===== src/rtl/flk_pkg.sv =====
package flk_pkg;

    localparam int KEY_W  = 32;
    localparam int CODE_W = 4;
    localparam logic [KEY_W-1:0] UNLOCK_KEY = 32'h676C7565;

    typedef enum logic {
        ST_SEALED = 1'b0,
        ST_OPEN   = 1'b1
    } lock_state_t;

    typedef enum logic [1:0] {
        T_HOLD       = 2'd0,
        T_UNSEAL     = 2'd1,
        T_RESEAL_KEY = 2'd2,
        T_RESEAL_CMD = 2'd3
    } lock_move_t;

endpackage


===== src/rtl/flk_key_match.sv =====
module flk_key_match
    import flk_pkg::*;
#(
    parameter int                 W   = KEY_W,
    parameter logic [W-1:0]       KEY = UNLOCK_KEY
) (
    input  logic         wr_en,
    input  logic [W-1:0] wr_data,
    output logic         good_key,
    output logic         bad_key
);
    logic [W-1:0] diff;

    always_comb begin
        diff     = wr_data ^ KEY;
        good_key = wr_en && (diff == '0);
        bad_key  = wr_en && (diff != '0);
    end
endmodule


===== src/rtl/flk_lock_fsm.sv =====
module flk_lock_fsm
    import flk_pkg::*;
(
    input  logic clk,
    input  logic rst_n,
    input  logic good_key,
    input  logic bad_key,
    input  logic cmd_wr,
    output logic is_open
);
    lock_state_t state_q, state_d;
    lock_move_t  move;

    // next-state selection
    always_comb begin
        move    = T_HOLD;
        state_d = state_q;
        unique case (state_q)
            ST_SEALED: begin
                if (good_key && !cmd_wr) begin
                    move    = T_UNSEAL;
                    state_d = ST_OPEN;
                end
            end
            ST_OPEN: begin
                if (cmd_wr) begin
                    move    = T_RESEAL_CMD;
                    state_d = ST_SEALED;
                end else if (bad_key) begin
                    move    = T_RESEAL_KEY;
                    state_d = ST_SEALED;
                end
            end
            default: begin
                move    = T_HOLD;
                state_d = ST_SEALED;
            end
        endcase
    end

    // state register
    always_ff @(posedge clk or negedge rst_n) begin
        if (!rst_n) state_q <= ST_SEALED;
        else        state_q <= state_d;
    end

    // outputs
    always_comb begin
        unique case (state_q)
            ST_OPEN:   is_open = 1'b1;
            ST_SEALED: is_open = 1'b0;
            default:   is_open = 1'b0;
        endcase
    end

    assert_cmd_closes_R5: assert property (@(posedge clk) disable iff (!rst_n)
        cmd_wr |=> !is_open);
    assert_bad_key_closes_R6: assert property (@(posedge clk) disable iff (!rst_n)
        bad_key |=> !is_open);
    assert_open_persists_R3: assert property (@(posedge clk) disable iff (!rst_n)
        (is_open && !cmd_wr && !bad_key) |=> is_open);
    assert_good_key_opens_R1: assert property (@(posedge clk) disable iff (!rst_n)
        (good_key && !cmd_wr) |=> is_open);
    assert_move_legal_R1: assert property (@(posedge clk) disable iff (!rst_n)
        (move == T_UNSEAL) |-> !is_open);
endmodule


===== src/rtl/flk_cmd_gate.sv =====
module flk_cmd_gate
    import flk_pkg::*;
#(
    parameter int                     CW        = CODE_W,
    parameter logic [(1<<CW)-1:0]     PROT_MASK = 16'h001E
) (
    input  logic          clk,
    input  logic          rst_n,
    input  logic          cmd_wr,
    input  logic [CW-1:0] cmd_code,
    input  logic          is_open,
    output logic          go,
    output logic [CW-1:0] go_code,
    output logic          accept,
    output logic          reject,
    output logic          viol
);
    localparam int NCODES = 1 << CW;

    logic [NCODES-1:0] hit;
    logic              needs_key;
    logic              allow, refuse;

    // one-hot decode of the code, masked by the protected set
    for (genvar g = 0; g < NCODES; g++) begin : g_dec
        assign hit[g] = (cmd_code == CW'(g)) && PROT_MASK[g];
    end

    always_comb begin
        needs_key = |hit;
        allow     = cmd_wr && (!needs_key || is_open);
        refuse    = cmd_wr && needs_key && !is_open;
    end

    always_ff @(posedge clk or negedge rst_n) begin
        if (!rst_n) begin
            go      <= 1'b0;
            go_code <= '0;
            accept  <= 1'b0;
            reject  <= 1'b0;
            viol    <= 1'b0;
        end else begin
            go      <= allow;
            go_code <= allow ? cmd_code : '0;
            accept  <= allow;
            reject  <= refuse;
            if (refuse) viol <= 1'b1;
        end
    end

    assert_verdict_exclusive_R2: assert property (@(posedge clk) disable iff (!rst_n)
        !(accept && reject));
    assert_no_go_on_reject_R2: assert property (@(posedge clk) disable iff (!rst_n)
        reject |-> !go);
    assert_viol_sticky_R7: assert property (@(posedge clk) disable iff (!rst_n)
        viol |=> viol);
    assert_reject_sets_viol_R7: assert property (@(posedge clk) disable iff (!rst_n)
        reject |-> viol);
    assert_prior_state_R8: assert property (@(posedge clk) disable iff (!rst_n)
        (cmd_wr && needs_key && is_open) |=> accept);
endmodule


===== src/rtl/flk_cfg_gate.sv =====
module flk_cfg_gate #(
    parameter int DW = 32
) (
    input  logic          clk,
    input  logic          rst_n,
    input  logic          cfg_wr,
    input  logic [DW-1:0] cfg_data,
    input  logic          is_open,
    output logic          we_out,
    output logic [DW-1:0] wdata_out
);
    always_ff @(posedge clk or negedge rst_n) begin
        if (!rst_n) begin
            we_out    <= 1'b0;
            wdata_out <= '0;
        end else begin
            we_out <= cfg_wr && is_open;
            if (cfg_wr && is_open) wdata_out <= cfg_data;
        end
    end

    assert_cfg_needs_open_R4: assert property (@(posedge clk) disable iff (!rst_n)
        (cfg_wr && !is_open) |=> !we_out);
    assert_cfg_passes_R4: assert property (@(posedge clk) disable iff (!rst_n)
        (cfg_wr && is_open) |=> (we_out && wdata_out == $past(cfg_data)));
endmodule


===== src/rtl/flash_key_lock.sv =====
module flash_key_lock
    import flk_pkg::*;
#(
    parameter int                 KW        = KEY_W,
    parameter int                 CW        = CODE_W,
    parameter int                 DW        = 32,
    parameter logic [KW-1:0]      KEY       = UNLOCK_KEY,
    parameter logic [(1<<CW)-1:0] PROT_MASK = 16'h001E
) (
    input  logic          clk,
    input  logic          rst_n,
    input  logic          key_wr_en,
    input  logic [KW-1:0] key_wr_data,
    input  logic          cmd_wr_en,
    input  logic [CW-1:0] cmd_wr_code,
    input  logic          cfg_wr_en,
    input  logic [DW-1:0] cfg_wr_data,
    output logic          unlocked,
    output logic [KW-1:0] key_rdata,
    output logic          cmd_go,
    output logic [CW-1:0] cmd_go_code,
    output logic          cmd_accept,
    output logic          cmd_reject,
    output logic          access_viol,
    output logic          cfg_we_out,
    output logic [DW-1:0] cfg_wdata_out
);
    logic good_key, bad_key, is_open;

    flk_key_match #(.W(KW), .KEY(KEY)) u_match (
        .wr_en    (key_wr_en),
        .wr_data  (key_wr_data),
        .good_key (good_key),
        .bad_key  (bad_key)
    );

    flk_lock_fsm u_fsm (
        .clk      (clk),
        .rst_n    (rst_n),
        .good_key (good_key),
        .bad_key  (bad_key),
        .cmd_wr   (cmd_wr_en),
        .is_open  (is_open)
    );

    flk_cmd_gate #(.CW(CW), .PROT_MASK(PROT_MASK)) u_cmd (
        .clk      (clk),
        .rst_n    (rst_n),
        .cmd_wr   (cmd_wr_en),
        .cmd_code (cmd_wr_code),
        .is_open  (is_open),
        .go       (cmd_go),
        .go_code  (cmd_go_code),
        .accept   (cmd_accept),
        .reject   (cmd_reject),
        .viol     (access_viol)
    );

    flk_cfg_gate #(.DW(DW)) u_cfg (
        .clk       (clk),
        .rst_n     (rst_n),
        .cfg_wr    (cfg_wr_en),
        .cfg_data  (cfg_wr_data),
        .is_open   (is_open),
        .we_out    (cfg_we_out),
        .wdata_out (cfg_wdata_out)
    );

    assign unlocked  = is_open;
    assign key_rdata = '0; // stored key never exposed
endmodule


===== config.mk =====
export PLATFORM = sky130hd
export DESIGN_NAME = flash_key_lock
export DESIGN_NICKNAME = d
export VERILOG_FILES = /design/src/rtl/flk_pkg.sv /design/src/rtl/flk_key_match.sv /design/src/rtl/flk_lock_fsm.sv /design/src/rtl/flk_cmd_gate.sv /design/src/rtl/flk_cfg_gate.sv /design/src/rtl/flash_key_lock.sv
export SDC_FILE = /design/constraint.sdc
export NUM_CORES = 1
export LEC_CHECK = 0
export CORE_AREA = 2 2 89 65
export CTS_BUF_LIST = sky130_fd_sc_hd__clkbuf_8
export CTS_CLUSTER_DIAMETER = 100
export DETAILED_ROUTE_END_ITERATION = 6
export DIE_AREA = 0 0 91 67
export PLACE_DENSITY = 0.95
export SYNTH_ARGS = -nofsm -noshare
export SYNTH_HDL_FRONTEND = slang
export SYNTH_SLANG_ARGS = --single-unit
export TNS_END_PERCENT = 10

===== constraint.sdc =====
create_clock -name clk -period 2.98 [get_ports clk]
set_input_delay 0.745 -clock clk [delete_from_list [all_inputs] [get_ports clk]]
set_output_delay 0.745 -clock clk [all_outputs]
set_load 0.03 [all_outputs]

Yosys cells after proc, flatten, opt, wreduce, memory -nomap -nowiden
Cells that the tools add are included.
{"block": "word_totals", "regBits": 41, "input_bits": 73, "out_inout_bits": 74, "wordCells": 33}
{"block": "op_classes", "eq_ne": 4, "n_mux": 6, "n_bitwise": 2, "n_reduce_logical": 14}
{"op": "$logic_not A32 Y1", "count": 1}
{"op": "$reduce_bool A32 Y1", "count": 1}
{"op": "$not A18 Y18", "count": 1}
{"op": "$eq A4 B2 Y1 const B", "count": 2}
{"op": "$logic_and A1 B1 Y1", "count": 7}
{"op": "$eq A4 B1 Y1 const B", "count": 1}
{"op": "$eq A4 B3 Y1 const B", "count": 1}
{"op": "$mux W4", "count": 1}
{"op": "$pmux W1 S2", "count": 2}
{"op": "$reduce_or A4 Y1", "count": 1}
{"op": "$logic_not A1 Y1", "count": 3}
{"op": "$mux W1", "count": 3}
{"op": "$logic_or A1 B1 Y1", "count": 1}
{"op": "$not A1 Y1", "count": 1}

Logic depth before layout (Yosys ltp)
{"block": "logic_depth", "word_depth": 6, "ltp_mapped": 4, "mapped_depth_nobuf": 4}

Hierarchy
A second synthesis with hierarchy kept.
{"block": "hier_totals", "hier_cells": 140, "hier_area_um2": 2034.5}
{"mod": "flk_cfg_gate", "n_inst": 1, "cells_each": 70, "area_per_inst_um2": 1338.8, "seq_area_each_um2": 825.8}
{"mod": "flk_cmd_gate", "n_inst": 1, "cells_each": 21, "area_per_inst_um2": 274.0, "seq_area_each_um2": 175.2}
{"mod": "flash_key_lock", "n_inst": 1, "cells_each": 33, "area_per_inst_um2": 244.0, "seq_area_each_um2": 0.0}
{"mod": "flk_key_match", "n_inst": 1, "cells_each": 13, "area_per_inst_um2": 141.4, "seq_area_each_um2": 0.0}
{"mod": "flk_lock_fsm", "n_inst": 1, "cells_each": 3, "area_per_inst_um2": 36.3, "seq_area_each_um2": 25.0}

Least setup slack after synthesis
No wires, ideal clock.
{"block": "synth_timing", "path_kind": "input port to flip-flop", "from": "input cfg_wr_en", "to": "register u_cfg.wdata_out[0]", "setup_ps": 125, "arrival_time_ps": 1440, "required_time_ps": 2855, "path_slack_ps": 1415, "cell_stages": 3, "path_buffers": 1, "cell_sequence": "nand2_1 -> buf_2 -> mux2_2"}
{"block": "synth_via", "elab_chain_cells": 1}
{"item": "from (decl)", "line": "flash_key_lock.sv:16", "text": "input logic cfg_wr_en,"}
{"item": "$logic_and A1 B1 Y1", "line": "flk_cfg_gate.sv:18", "text": "if (cfg_wr && is_open) wdata_out <= cfg_data;"}
{"item": "to (signal assigned)", "line": "flk_cfg_gate.sv:18"}
{"item": "to (decl)", "line": "flk_cfg_gate.sv:10", "text": "output logic [DW-1:0] wdata_out"}
No other way between the ends.
A chain may end at the register's enable or synchronous reset.

Final worst setup path
{"block": "layout_timing", "from": "register u_fsm.state_q", "to": "output unlocked"}
{"block": "layout_via", "elab_chain_cells": 2}
{"item": "from (decl)", "line": "flk_lock_fsm.sv:11", "text": "lock_state_t state_q, state_d;"}
{"item": "from (signal assigned)", "line": "flk_lock_fsm.sv:44", "text": "else state_q <= state_d;"}
{"item": "$not A1 Y1", "line": "flk_lock_fsm.sv:49", "text": "unique case (state_q)"}
{"item": "$pmux W1 S2 (*)", "line": "flk_lock_fsm.sv:49"}
{"item": "to (decl)", "line": "flash_key_lock.sv:18", "text": "output logic unlocked,"}
Every way passes the cells marked *; elsewhere a longest branch is shown, timed or not.

==> run_results.csv <==
group,metric,value,unit
status,status,"finished clean",
global_routing,grt_max_degree,42,
power,leakage,0.00141,uW
yosys,yosysUniqueCellTypes,22,
power,power-per-cell-area,362,nW/um2
worst_setup_path,worstPathArrival,1.42,ns
global_routing,antenna_found_initial,0,
floorplan,ios,147,
yosys,yosysSeqAreaShare,55.7,%
global_routing,track_usage,14.7,%
cts,cts_tree,"done",
cts,clkSlewWorstSetupHoldPaths,0.07,ns
cts,insertion_delay,0.28,ns
floorplan,die_y,67,um
routing,routed_via_density,4.33,
global_routing,gr-total-overflow,0,
layout,diodes,0,
yosys,netlist_instances,139,
placement,port_buffers,114,
worst_setup_path,end_kind,"output port",
sta,worst_pin_slew,0.863,ns
power,irDropWorstVdd,0.152,mV
cts,cts_setup_buffers,0,
worst_setup_path,path_buf_inv,1,
placement,gp_congestion,0.688,
yosys,ys_seq_elements,41,
worst_setup_path,reg2regPathDepth,3,
floorplan,die_x,91,um
layout,final_cell_mix,"clkdlybuf4s50_1 (113), dfrtp_1 (41), mux2_2 (32), conb_1 (32), nor2_1 (6)",
routing,wl_per_cell,13.4,um
worst_setup_path,cp_slowest_stage_delay,0.70,ns
worst_setup_path,crit_slowest_cell,"clkdlybuf4s50_1",
floorplan,coreArea,5170,um2
layout,drive_above_1_share,16.8,%
sta,slew_violations,0,
routing,finalWirelength,4380,um
cts,postCtsHoldBufs,0,
cts,htree_levels,2,
yosys,yosysWarnings,0,
routing,num_vias,1419,
cts,cts_resized,0,
global_routing,grt_pass1_vias,1362,
sta,rsz0062_at_grt,"no",
sta,period_minus_slack,2.16,ns
sta,max_slew_margin,42.5,%
worst_setup_path,path_cells,"clkdlybuf4s50_1",
worst_setup_path,required,2.24,ns
cts,root_buffer,"clkbuf_8",
routing,ant_nets,0,
routing,dr.pass1.iters,3,
sta,fmax,463,MHz
layout,final_core_util,58.2,%
routing,drt_iter0_markers,15,
worst_setup_path,crit_family,"buffers and inverters",
floorplan,dieArea,6100,um2
cts,cts_made_buffers,5,
layout,nets,329,
floorplan,initial_core_util,35.6,%
cts,cts_buffer_depth,2,
sta,tns,0,ns
placement,dp_hpwl,3590,um
worst_setup_path,cp_max_fo,4,
flow_run,cap_violations,0,
sta,finalHoldViolations,0,
sta,period_share,72.5,%
yosys,syn_area,1840,um2
layout,area_delta_synth_final,63.4,%
yosys,syn_avg_cell_area,13.3,um2
sta,setup_viol,0,
cts,cts_sinks,41,
layout,mostFrequentLayoutCell,"clkdlybuf4s50_1",
worst_setup_path,cp.depth,1,
worst_setup_path,start_kind,"flip-flop",
routing,drc_errors,0,
hold_path,min_path_type,"flip-flop to flip-flop",
sta,fin_skew,0.00343,ns
hold_path,min_path_cells,1,
worst_setup_path,crit_type,"flip-flop to output port",
floorplan,rows,22,
global_routing,grt_pass1_wl,6700,um
sequential cells by signal (all words and copies together) (netlist names):
| name | count |
|---|---|
| u_cmd.reject | 1 |
| u_cmd.go_code | 4 |
| u_cmd.accept | 1 |
| u_cfg.wdata_out | 32 |
| u_cmd.viol | 1 |
| u_cfg.we_out | 1 |
| u_fsm.state_q | 1 |
cells in the mapped netlist, drive strengths merged:
library cell / instances / share of area [%]
nand4: 3 / 1.0
or3: 1 / 0.61
nand3: 1 / 0.27
nand4b: 2 / 0.95
or2: 1 / 0.34
nor2: 6 / 1.2
a22o: 1 / 0.48
and4bb: 1 / 0.68
mux2: 32 / 20
a31oi: 1 / 0.68
and2: 4 / 1.4
nor4bb: 1 / 0.54
nor4: 1 / 0.34
conb: 1 / 0.20
nor3b: 1 / 0.41
and4b: 1 / 0.54
buf: 36 / 14
nand2: 1 / 0.20
inv: 2 / 0.41
dfrtp: 41 / 56
o21ai: 1 / 0.27
metal layers:
layer	part of all wire (%)	track usage (%)
met4	1.7	6.82
met5	0	0
met3	10	4.98
met2	49	24.8
met1	39	17.1
metrics by stage:
step | power (uW) | hold WS, ns | instances | instance area [um2] | setup WS [ns]
6_report | 1090 | 0.468 | 328 | 3010 | 0.820
4_1_cts | 1110 | 0.474 | 328 | 3010 | 0.802
5_1_grt | 1150 | 0.515 | 328 | 3010 | 0.766
3_5_place_dp | 768 | 0.457 | 321 | 2930 | 0.846
3_3_place_gp | 765 | 0.449 | 321 | 2930 | 0.906
2_1_floorplan | 682 | 0.449 | 170 | 1960 | 1.41
power breakdown:
group	switching [uW]	internal [uW]
Combinational	97.3	97.1
Clock	175	158
Sequential	1.38	561
Total	274	816
layout make-up:
class	count	area, um2
fill	450	2160
clock buffer	5	68.8
multi-input combinational	91	663
clock inverter	2	12.5
sequential	41	1030
tap	72	90.1
timing repair buffer	115	1140
inverter	2	7.51
path summary, 6_finish.rpt:
path	start	endpoint	slack, ns
setup reg to reg	u_fsm.state_q$_DFF_PN0_	u_cfg.wdata_out[18]$_DFFE_PN0P_	1.57
hold / removal	u_cmd.viol$_DFFE_PN0P_	u_cmd.viol$_DFFE_PN0P_	0.47
max in group asynchronous	rst_n	u_cfg.wdata_out[3]$_DFFE_PN0P_	1.87
hold reg to reg	u_cmd.viol$_DFFE_PN0P_	u_cmd.viol$_DFFE_PN0P_	0.47
setup / recovery	u_fsm.state_q$_DFF_PN0_	unlocked	0.82
min in group asynchronous	rst_n	u_cfg.wdata_out[0]$_DFFE_PN0P_	0.57
logic make-up (layout without fill, tap and decap cells):
| group | after synthesis | in the layout | share of synthesized area (%) |
|---|---|---|---|
| compound gates | 3 | 3 | 1.43 |
| other cells | 1 | 32 | 0.203 |
| flops | 41 | 41 | 55.7 |
| buf+inv | 38 | 124 | 14.7 |
| simple gates | 24 | 24 | 8.49 |
| mux | 32 | 32 | 19.6 |
Note: power is estimated with default switching activity, not from simulation.
